## src/rtl/alu8_pkg.sv

```systemverilog
package alu8_pkg;

  typedef enum logic [4:0] {
    OP_MOV  = 5'd0,
    OP_CLR  = 5'd1,
    OP_NOT  = 5'd2,
    OP_AND  = 5'd3,
    OP_OR   = 5'd4,
    OP_XOR  = 5'd5,
    OP_INC  = 5'd6,
    OP_INCC = 5'd7,
    OP_DEC  = 5'd8,
    OP_DECC = 5'd9,
    OP_ADD  = 5'd10,
    OP_ADDC = 5'd11,
    OP_SUB  = 5'd12,
    OP_SUBC = 5'd13,
    OP_SWAP = 5'd14,
    OP_SHL  = 5'd15,
    OP_SHR  = 5'd16,
    OP_CMP  = 5'd17
  } alu_op_e;

  // Control word produced by the decoder for one operation.
  typedef struct packed {
    logic use_arith;   // result taken from the adder/subtractor
    logic subtract;    // adder runs as subtractor
    logic zero_rhs;    // adder right-hand operand forced to zero
    logic extra;       // extra one added or borrowed
    logic writes;      // destination update
    logic sets_flags;  // flags take computed values
  } alu_ctrl_t;

endpackage

```

## src/rtl/alu8_arith.sv

```systemverilog
module alu8_arith #(
  parameter int WIDTH = 8
) (
  input  logic [WIDTH-1:0] lhs,
  input  logic [WIDTH-1:0] rhs,
  input  logic             subtract,
  input  logic             extra,
  output logic [WIDTH-1:0] value,
  output logic             cout
);
  localparam int EW = WIDTH + 1;

  logic [EW-1:0] wide;

  // One extended-width adder/subtractor; the top bit is carry or borrow.
  always_comb begin
    if (subtract)
      wide = {1'b0, lhs} - {1'b0, rhs} - EW'(extra);
    else
      wide = {1'b0, lhs} + {1'b0, rhs} + EW'(extra);
  end

  assign value = wide[WIDTH-1:0];
  assign cout  = wide[WIDTH];
endmodule

```

## src/rtl/alu8_logic.sv

```systemverilog
module alu8_logic
  import alu8_pkg::*;
#(
  parameter int WIDTH = 8
) (
  input  alu_op_e          op,
  input  logic [WIDTH-1:0] lhs,
  input  logic [WIDTH-1:0] rhs,
  output logic [WIDTH-1:0] value,
  output logic             cout
);
  localparam int HALF = WIDTH / 2;

  logic [WIDTH-1:0] swapped;

  // Half-word exchange built bit by bit.
  for (genvar i = 0; i < WIDTH; i++) begin : g_swap
    if (i < HALF) begin : g_lo
      assign swapped[i] = lhs[i + HALF];
    end else begin : g_hi
      assign swapped[i] = lhs[i - HALF];
    end
  end

  always_comb begin
    value = '0;
    cout  = 1'b0;
    case (op)
      OP_CLR:  value = '0;
      OP_NOT:  value = ~lhs;
      OP_AND:  value = lhs & rhs;
      OP_OR:   value = lhs | rhs;
      OP_XOR:  value = lhs ^ rhs;
      OP_SWAP: value = swapped;
      OP_SHL: begin
        value = {lhs[WIDTH-2:0], 1'b0};
        cout  = lhs[WIDTH-1];
      end
      OP_SHR: begin
        value = {1'b0, lhs[WIDTH-1:1]};
        cout  = lhs[0];
      end
      default: begin
        value = '0;
        cout  = 1'b0;
      end
    endcase
  end
endmodule

```

## src/rtl/alu8_flags.sv

```systemverilog
module alu8_flags (
  input  logic clk,
  input  logic rst_n,
  input  logic load,
  input  logic c_d,
  input  logic z_d,
  output logic c_q,
  output logic z_q,
  output logic valid_q
);
  always_ff @(posedge clk) begin
    if (!rst_n) begin
      c_q     <= 1'b0;
      z_q     <= 1'b0;
      valid_q <= 1'b0;
    end else begin
      valid_q <= load;
      if (load) begin
        c_q <= c_d;
        z_q <= z_d;
      end
    end
  end
endmodule

```

## src/rtl/alu8_core.sv

```systemverilog
module alu8_core
  import alu8_pkg::*;
#(
  parameter int WIDTH = 8
) (
  input  logic             clk,
  input  logic             rst_n,
  input  logic             in_valid,
  input  logic [4:0]       op_code,
  input  logic [WIDTH-1:0] dst_val,
  input  logic [WIDTH-1:0] src_val,
  input  logic             carry_in,
  input  logic             zero_in,
  output logic [WIDTH-1:0] result,
  output logic             write_en,
  output logic             out_valid,
  output logic             carry_q,
  output logic             zero_q
);
  alu_op_e          op;
  alu_ctrl_t        ctl;
  logic [WIDTH-1:0] arith_rhs;
  logic [WIDTH-1:0] arith_val;
  logic             arith_cout;
  logic [WIDTH-1:0] logic_val;
  logic             logic_cout;
  logic             c_next;
  logic             z_next;

  assign op = alu_op_e'(op_code);

  // Decoder: every arithmetic form maps onto one adder with an extra bit.
  always_comb begin
    ctl = '0;
    case (op)
      OP_MOV:  ctl = '{use_arith: 1'b0, subtract: 1'b0, zero_rhs: 1'b0,
                       extra: 1'b0, writes: 1'b1, sets_flags: 1'b0};
      OP_CLR, OP_NOT, OP_AND, OP_OR, OP_XOR, OP_SWAP, OP_SHL, OP_SHR:
               ctl = '{use_arith: 1'b0, subtract: 1'b0, zero_rhs: 1'b0,
                       extra: 1'b0, writes: 1'b1, sets_flags: 1'b1};
      OP_INC:  ctl = '{use_arith: 1'b1, subtract: 1'b0, zero_rhs: 1'b1,
                       extra: 1'b1, writes: 1'b1, sets_flags: 1'b1};
      OP_INCC: ctl = '{use_arith: 1'b1, subtract: 1'b0, zero_rhs: 1'b1,
                       extra: ~carry_in, writes: 1'b1, sets_flags: 1'b1};
      OP_DEC:  ctl = '{use_arith: 1'b1, subtract: 1'b1, zero_rhs: 1'b1,
                       extra: 1'b1, writes: 1'b1, sets_flags: 1'b1};
      OP_DECC: ctl = '{use_arith: 1'b1, subtract: 1'b1, zero_rhs: 1'b1,
                       extra: carry_in, writes: 1'b1, sets_flags: 1'b1};
      OP_ADD:  ctl = '{use_arith: 1'b1, subtract: 1'b0, zero_rhs: 1'b0,
                       extra: 1'b0, writes: 1'b1, sets_flags: 1'b1};
      OP_ADDC: ctl = '{use_arith: 1'b1, subtract: 1'b0, zero_rhs: 1'b0,
                       extra: ~carry_in, writes: 1'b1, sets_flags: 1'b1};
      OP_SUB:  ctl = '{use_arith: 1'b1, subtract: 1'b1, zero_rhs: 1'b0,
                       extra: 1'b0, writes: 1'b1, sets_flags: 1'b1};
      OP_SUBC: ctl = '{use_arith: 1'b1, subtract: 1'b1, zero_rhs: 1'b0,
                       extra: carry_in, writes: 1'b1, sets_flags: 1'b1};
      OP_CMP:  ctl = '{use_arith: 1'b1, subtract: 1'b1, zero_rhs: 1'b0,
                       extra: 1'b0, writes: 1'b0, sets_flags: 1'b1};
      default: ctl = '0;
    endcase
  end

  assign arith_rhs = ctl.zero_rhs ? '0 : src_val;

  alu8_arith #(.WIDTH(WIDTH)) u_arith (
    .lhs      (dst_val),
    .rhs      (arith_rhs),
    .subtract (ctl.subtract),
    .extra    (ctl.extra),
    .value    (arith_val),
    .cout     (arith_cout)
  );

  alu8_logic #(.WIDTH(WIDTH)) u_logic (
    .op    (op),
    .lhs   (dst_val),
    .rhs   (src_val),
    .value (logic_val),
    .cout  (logic_cout)
  );

  // Result select and flag computation.
  always_comb begin
    if (op == OP_MOV)
      result = src_val;
    else if (ctl.use_arith)
      result = arith_val;
    else
      result = logic_val;
  end

  assign write_en = ctl.writes;

  always_comb begin
    if (ctl.sets_flags) begin
      c_next = ctl.use_arith ? arith_cout : logic_cout;
      z_next = (result == '0);
    end else begin
      c_next = carry_in;
      z_next = zero_in;
    end
  end

  alu8_flags u_flags (
    .clk     (clk),
    .rst_n   (rst_n),
    .load    (in_valid),
    .c_d     (c_next),
    .z_d     (z_next),
    .c_q     (carry_q),
    .z_q     (zero_q),
    .valid_q (out_valid)
  );
endmodule

```

## config.mk

```make
export PLATFORM = sky130hd
export DESIGN_NAME = alu8_core
export DESIGN_NICKNAME = d
export VERILOG_FILES = /design/src/rtl/alu8_pkg.sv /design/src/rtl/alu8_arith.sv /design/src/rtl/alu8_logic.sv /design/src/rtl/alu8_flags.sv /design/src/rtl/alu8_core.sv
export SDC_FILE = /design/constraint.sdc
export NUM_CORES = 1
export LEC_CHECK = 0
export ABC_AREA = 1
export BUFFER_PORTS_ARGS = -buffer_cell sky130_fd_sc_hd__buf_2
export CAP_MARGIN = 20
export CORE_ASPECT_RATIO = 1.25
export CORE_MARGIN = 2
export CORE_UTILIZATION = 48
export DETAILED_ROUTE_END_ITERATION = 10
export GPL_ROUTABILITY_DRIVEN = 0
export PLACE_DENSITY = 0.78
export SETUP_SLACK_MARGIN = 0.4
export SYNTH_ARGS = -nofsm -noshare
export SYNTH_HDL_FRONTEND = slang
export SYNTH_SLANG_ARGS = --single-unit
```

## constraint.sdc

```tcl
create_clock -name clk -period 2.83 [get_ports clk]
set_clock_uncertainty 0.1 [all_clocks]
set_input_delay 0.283 -clock clk [delete_from_list [all_inputs] [get_ports clk]]
set_output_delay 0.283 -clock clk [all_outputs]
set_load 0.005 [all_outputs]
```

==> results of run 1 <==
==> power breakdown <==
group	switching [uW]	internal (uW)
Clock	31.6	96.4
Sequential	1.17	45.8
Combinational	381	311
==> what timing repair did <==
action	in CTS	in global routing
endpoints found under the setup margin	10	10
setup buffers	9	2
hold buffers	0	0
gates resized for setup	38	13
pin swaps	23	21
==> worst reg2reg max path: stages (launching register included) <==
cell,delay (ns)
dfxtp_1,0.30
o21ai_0,0.19
a21oi_2,0.04
==> per-stage QoR <==
stage               total power [uW]  area (um^2)  std cells  setup TNS, ns   util
floorplan                        398         2370        422              0      -
global placement                 628         3020        571          -1.87  0.648
detailed placement               641         3020        571          -2.51  0.648
CTS                              829         3270        584         -0.837  0.702
global route                     936         3340        586          -2.50  0.716
finish                           867         3340        586          -1.16  0.716
==> final cells by class <==
class,instances,area share
Clock buffer,4,0.0135
Inverter,88,0.107
Multi-Input combinational cell,329,0.624
Sequential cell,3,0.0180
Tap cell,60,0.0225
Timing Repair Buffer,102,0.215
==> cells in the mapped netlist <==
| library cell | number | area share |
|---|---|---|
| fa_1 | 4 | 0.035 |
| ha_1 | 37 | 0.20 |
| nand4_1 | 9 | 0.025 |
| nor4_1 | 1 | 0.0027 |
| a21boi_1 | 1 | 0.0033 |
| nand3_2 | 3 | 0.013 |
| nand3_1 | 40 | 0.088 |
| inv_2 | 6 | 0.0099 |
| a21oi_2 | 1 | 0.0038 |
| o21ai_2 | 1 | 0.0038 |
| nand2_4 | 1 | 0.0049 |
| o211ai_1 | 6 | 0.020 |
| o21ai_0 | 12 | 0.026 |
| o21a_1 | 2 | 0.0066 |
| nand4_2 | 1 | 0.0055 |
| nand2_1 | 117 | 0.19 |
| buf_2 | 1 | 0.0022 |
| dfxtp_1 | 3 | 0.026 |
| o21ai_1 | 6 | 0.013 |
| nor3_1 | 2 | 0.0044 |
| nand3_4 | 1 | 0.0077 |
| nor2_1 | 59 | 0.097 |
| o22ai_1 | 3 | 0.0082 |
| nor2_4 | 1 | 0.0049 |
| a21oi_1 | 9 | 0.020 |
| xor2_1 | 1 | 0.0038 |
| buf_6 | 1 | 0.0049 |
| o21bai_1 | 1 | 0.0033 |
| nand2_2 | 2 | 0.0055 |
| nor2_2 | 7 | 0.019 |
| inv_1 | 82 | 0.13 |
| xnor2_1 | 1 | 0.0038 |
==> routing by layer <==
metal / wire length, um / vias to the layer above
met5: 0 / -
met4: 559 / 0
met3: 484 / 56
met2: 4190 / 173
met1: 3260 / 1396
li1: - / 1532
==> how the worst max path moves through the flow <==
stage,endpoint,slack [ns],depth (start not counted)
after global placement,result[7],-0.30,22
after floorplan,result[7],0.19,20
after CTS,result[7],-0.20,23
after detailed placement,result[7],-0.40,19
final,result[6],-0.22,19
after global routing,result[7],-0.42,22
==> cells by family after synthesis <==
group	share of synthesized area
AND/OR/NAND/NOR	0.469
buffers and inverters	0.152
AO/OA/AOI/OAI	0.108
adder cells (fa/ha/maj)	0.238
flip-flops	0.0263
XOR/XNOR	0.00766
==> sequential cells by signal (all words and copies together) (netlist names) <==
register         cells
u_flags.valid_q      1
u_flags.z_q          1
u_flags.c_q          1
==> qor.csv, run 1 <==
metric,value,unit
CTS H-tree lvls,1,
Multi-input gate area,2080,um^2
Arrival @ worst endpoint,2.66,ns
fin nets,594,
"delay-heaviest family, CP",simple AND/OR/NAND/NOR gates,
"Req. time, crit path",2.45,ns
maxcap violations,0,
Core Area,4660,um^2
Gate Count Post-Synth,422,
WL/cell,14.5,um
Yosys cell types,32,
reg2reg start,u_flags.z_q,
minimum clock period after layout,3.05,ns
Setup Crit Path Kind,in2out,
synth warn,0,
syn_nets,489,
antenna violations before repair,0,
clock tree root driver cell,clkbuf_8,
total grt overflow,0,
largest net degree at the start of global routing,12,
cells on worst reg2reg path,2,
1st-iter DRT viols,403,
"Slew Viols, Final",0,
register area share after synthesis,0.0263,
clk sinks,3,
sequential cell area,60.1,um^2
Clock transition at path regs,0.04,ns
CP Launch Type,input port,
Leak Pwr,0.00195,uW
pwr dens,260,nW/um^2
placed wire-length estimate,6300,um
WHS Path Cells,3,
die height,81.2,um
Worst Tran Pin Value,0.489,ns
Fmax,328,MHz
most frequent cells in the layout,"nand2_1, inv_1, buf_4",
Min-Delay Startpoint,rst_n,
hold_ws,0.209,ns
Setup crit end kind,output port,
vias in the first global route,3025,
final critical-path share of the clock period,1.08,
M2 GR Usage,0.571,
global-route wire length before repair,13000,um
Starting Density,0.491,
# diodes,0,
post-synthesis register bit count,3,
Post-DRT Antenna Nets,0,
fraction of layout cells with a size suffix above 1,0.331,
gr busiest metal,met2,
Die X,65.7,um
Pre-Repair DR Iteration Count,5,
worst hold path class,in2reg,
DR DRC count,0,
Fillers,382,
worst vdd ir,0.000130,V
Worst R2R Setup Slack,2.09,ns
met3 usage,0.0249,
Slew headroom,0.674,
routed vias/inst,5.39,
failing checks,negative setup slack,
final hold viol count,0,
Die ar.,5330,um^2
DR vias,3157,
Skew-Pair Late Insertion Delay,0.21,ns
Post-Route WL,8490,um
Synth Area per Inst,5.42,um^2
row count,28,
Slowest cell on crit path,fa_2,
worst setup margin,-0.215,ns
GRT Overall Usage,0.314,
"commonest non-fill, non-tap cell in the layout",nand2_1,
hold endpoint,u_flags.valid_q,
CTS Buffer Depth,2,
FF-to-FF End,u_flags.z_q,
I/O pins,38,
Place WS,-0.398,ns
Worst setup startpoint,op_code[3],
Max stage delay on crit path,0.37,ns
Final Setup Violations,8,
RSZ-0062 raised after global routing,yes,
crit path buf inv count,6,
Syn Std Cell Area,2290,um^2
synthesis-to-finish area growth,45.9,%
status,"complete, but fails checks",
worst-path cell chain,"buf_12, inv_12, nand3_4, inv_4, nand2_4, o211ai_1, a21oi_2, buf_4, fa_2, fa_2, inv_2, nand3_2, nand3_2, nand2_2, nand3_1, nand3_1, nand2_1, nand2_1, buf_2",
Inserted Clock Buffers,3,
CTS tree,done,
port buffer count,37,
worst-path maximum fanout,4,
met1 GRT Util,0.338,
(Power assumes the default switching activity.)
==> inputs of run 2 (changes only) <==
--- a/config.mk
+++ b/config.mk
@@ -6,15 +6,16 @@
 export NUM_CORES = 1
 export LEC_CHECK = 0
 export ABC_AREA = 1
-export BUFFER_PORTS_ARGS = -buffer_cell sky130_fd_sc_hd__buf_2
 export CAP_MARGIN = 20
 export CORE_ASPECT_RATIO = 1.25
 export CORE_MARGIN = 2
 export CORE_UTILIZATION = 48
 export DETAILED_ROUTE_END_ITERATION = 10
+export DONT_BUFFER_PORTS = 1
 export GPL_ROUTABILITY_DRIVEN = 0
-export PLACE_DENSITY = 0.78
+export PLACE_DENSITY = 0.71
 export SETUP_SLACK_MARGIN = 0.4
+export SLEW_MARGIN = 0
 export SYNTH_ARGS = -nofsm -noshare
 export SYNTH_HDL_FRONTEND = slang
 export SYNTH_SLANG_ARGS = --single-unit
==> run 2 against run 1 <==
  * The flow still finishes with violations (negative setup slack)
  * Cell area shrank 11%
  * Critical path type unchanged
  * Highest routed layer unchanged
  * Critical path depth grew 1
  * Count of clock-buffer cells in the layout is the same
  * Routed wire length shrank 7.9%
  * Non-clock buffer count shrank 61
  * Sequential share of layout area grew 0.22 points
  * Combinational power shrank 14%
  * First-iteration DRC count shrank 46%
==> qor.csv, run 2 (synthesis gave the netlist of run 1 again) <==
metric,value,unit
Place WS,-0.177,ns
worst hold path class,in2reg,
Fillers,445,
Min-Delay Startpoint,in_valid,
status,"complete, but fails checks",
Worst Tran Pin Value,0.567,ns
biggest regs,"u_flags.c_q x1, u_flags.valid_q x1, u_flags.z_q x1",
clock tree root driver cell,clkbuf_8,
global-route wire length before repair,12100,um
Final Setup Violations,5,
setup TNS,-0.242,ns
1st-iter DRT viols,217,
most frequent cells in the layout,"nand2_1, inv_1, nor2_1",
Slew headroom,0.621,
worst setup margin,-0.0850,ns
CTS tree,done,
Post-Route WL,7820,um
Max stage delay on crit path,0.54,ns
final hold viol count,0,
largest net degree at the start of global routing,12,
DR DRC count,0,
worst-path maximum fanout,4,
total grt overflow,0,
CP Launch Type,input port,
Fmax,343,MHz
GRT Overall Usage,0.290,
Inst Count DP,511,
Leak Pwr,0.00168,uW
minimum clock period after layout,2.91,ns
# diodes,0,
final critical-path share of the clock period,1.03,
CTS Hold Bufs,0,
Power Total,772,uW
"Req. time, crit path",2.45,ns
die height,81.2,um
Skew-Pair Late Insertion Delay,0.22,ns
CTS H-tree lvls,1,
Pre-Repair DR Iteration Count,4,
Arrival @ worst endpoint,2.53,ns
I/O pins,38,
Post-DRT Antenna Nets,0,
pwr dens,260,nW/um^2
failing checks,negative setup slack,
worst vdd ir,0.000123,V
final non-filler cell total,525,
routed vias/inst,5.39,
Die X,65.7,um
hold_ws,0.0761,ns
row count,28,
Setup Crit Path Kind,in2out,
Die ar.,5330,um^2
vias in the first global route,2785,
Inserted Clock Buffers,3,
Clock transition at path regs,0.03,ns
WL/cell,14.9,um
fin nets,533,
antenna violations before repair,0,
RSZ-0062 raised after global routing,yes,
"commonest non-fill, non-tap cell in the layout",nand2_1,
maxcap violations,0,
port buffer count,0,
DR vias,2830,
reg2reg start,u_flags.z_q,
crit path buf inv count,7,
Starting Density,0.491,
Slowest cell on crit path,fa_1,
Worst setup startpoint,op_code[3],
clk sinks,3,
"Slew Viols, Final",0,
Setup crit end kind,output port,
worst-path cell chain,"inv_12, nand3_4, inv_4, nand2_4, o211ai_1, a21oi_2, inv_1, fa_1, inv_2, ha_4, nor2_4, o21ai_2, buf_4, nand2_2, nand3_2, nand3_2, nand2_2, nor2_2, buf_4, inv_2",
synthesis-to-finish area growth,29.7,%
fraction of layout cells with a size suffix above 1,0.256,
"delay-heaviest family, CP",simple AND/OR/NAND/NOR gates,
Core Area,4660,um^2
CTS Buffer Depth,2,
placed wire-length estimate,6070,um
## run 2: changes by cell type in the layout (fill, tap and decap cells not counted), moves of 2 or more
cell	delta
nand3_2	+3
nand2_2	+5
nand2_1	-4
nand3_1	-4
buf_4	-29
ha_1	+2
buf_2	-32
inv_6	-2
buf_6	+2
o21ai_1	-2
## run 2: metrics by stage
step / util / area, um^2
floorplan: - / 2370
global placement: 0.571 / 2660
detailed placement: 0.571 / 2660
CTS: 0.604 / 2810
global route: 0.636 / 2970
finish: 0.636 / 2970
## run 2: report_power, final
group	leakage, uW	switching (uW)	internal, uW
clock	0.0000228	34.3	96.6
combinational	0.00163	337	256
sequential	0.0000249	2.27	45.8
total	0.00168	373	398
## run 2: worst paths after layout
kind / endpoint / slack (ns) / depth (start not counted)
setup / recovery: result[3] / -0.08 / 20
hold / removal: u_flags.valid_q / 0.08 / 2
setup reg to reg: u_flags.z_q / 2.04 / 2
hold reg to reg: u_flags.c_q / 0.42 / 2
## run 2: final cells by class
class                           instances  area (um^2)  area share
Timing Repair Buffer                   41          328       0.111
Clock buffer                            4         45.0      0.0152
Tap cell                               60         75.1      0.0253
Sequential cell                         3         60.1      0.0203
Multi-Input combinational cell        329         2100       0.709
Inverter                               88          355       0.120
## run 2: timing repair
item,4_1_cts,5_1_grt
resized for setup,13,34
endpoints found under the hold margin,0,0
pin swaps,8,22
setup buffers,6,4
setup endpoints to repair,10,10
## run 2: layer usage
metal | vias to the layer above | global-route usage | share of wire
met2 | 111 | 0.547 | 0.51
met5 | - | 0 | 0
met4 | 0 | 0.150 | 0.048
met1 | 1273 | 0.314 | 0.39
met3 | 33 | 0.0291 | 0.058
li1 | 1413 | - | -
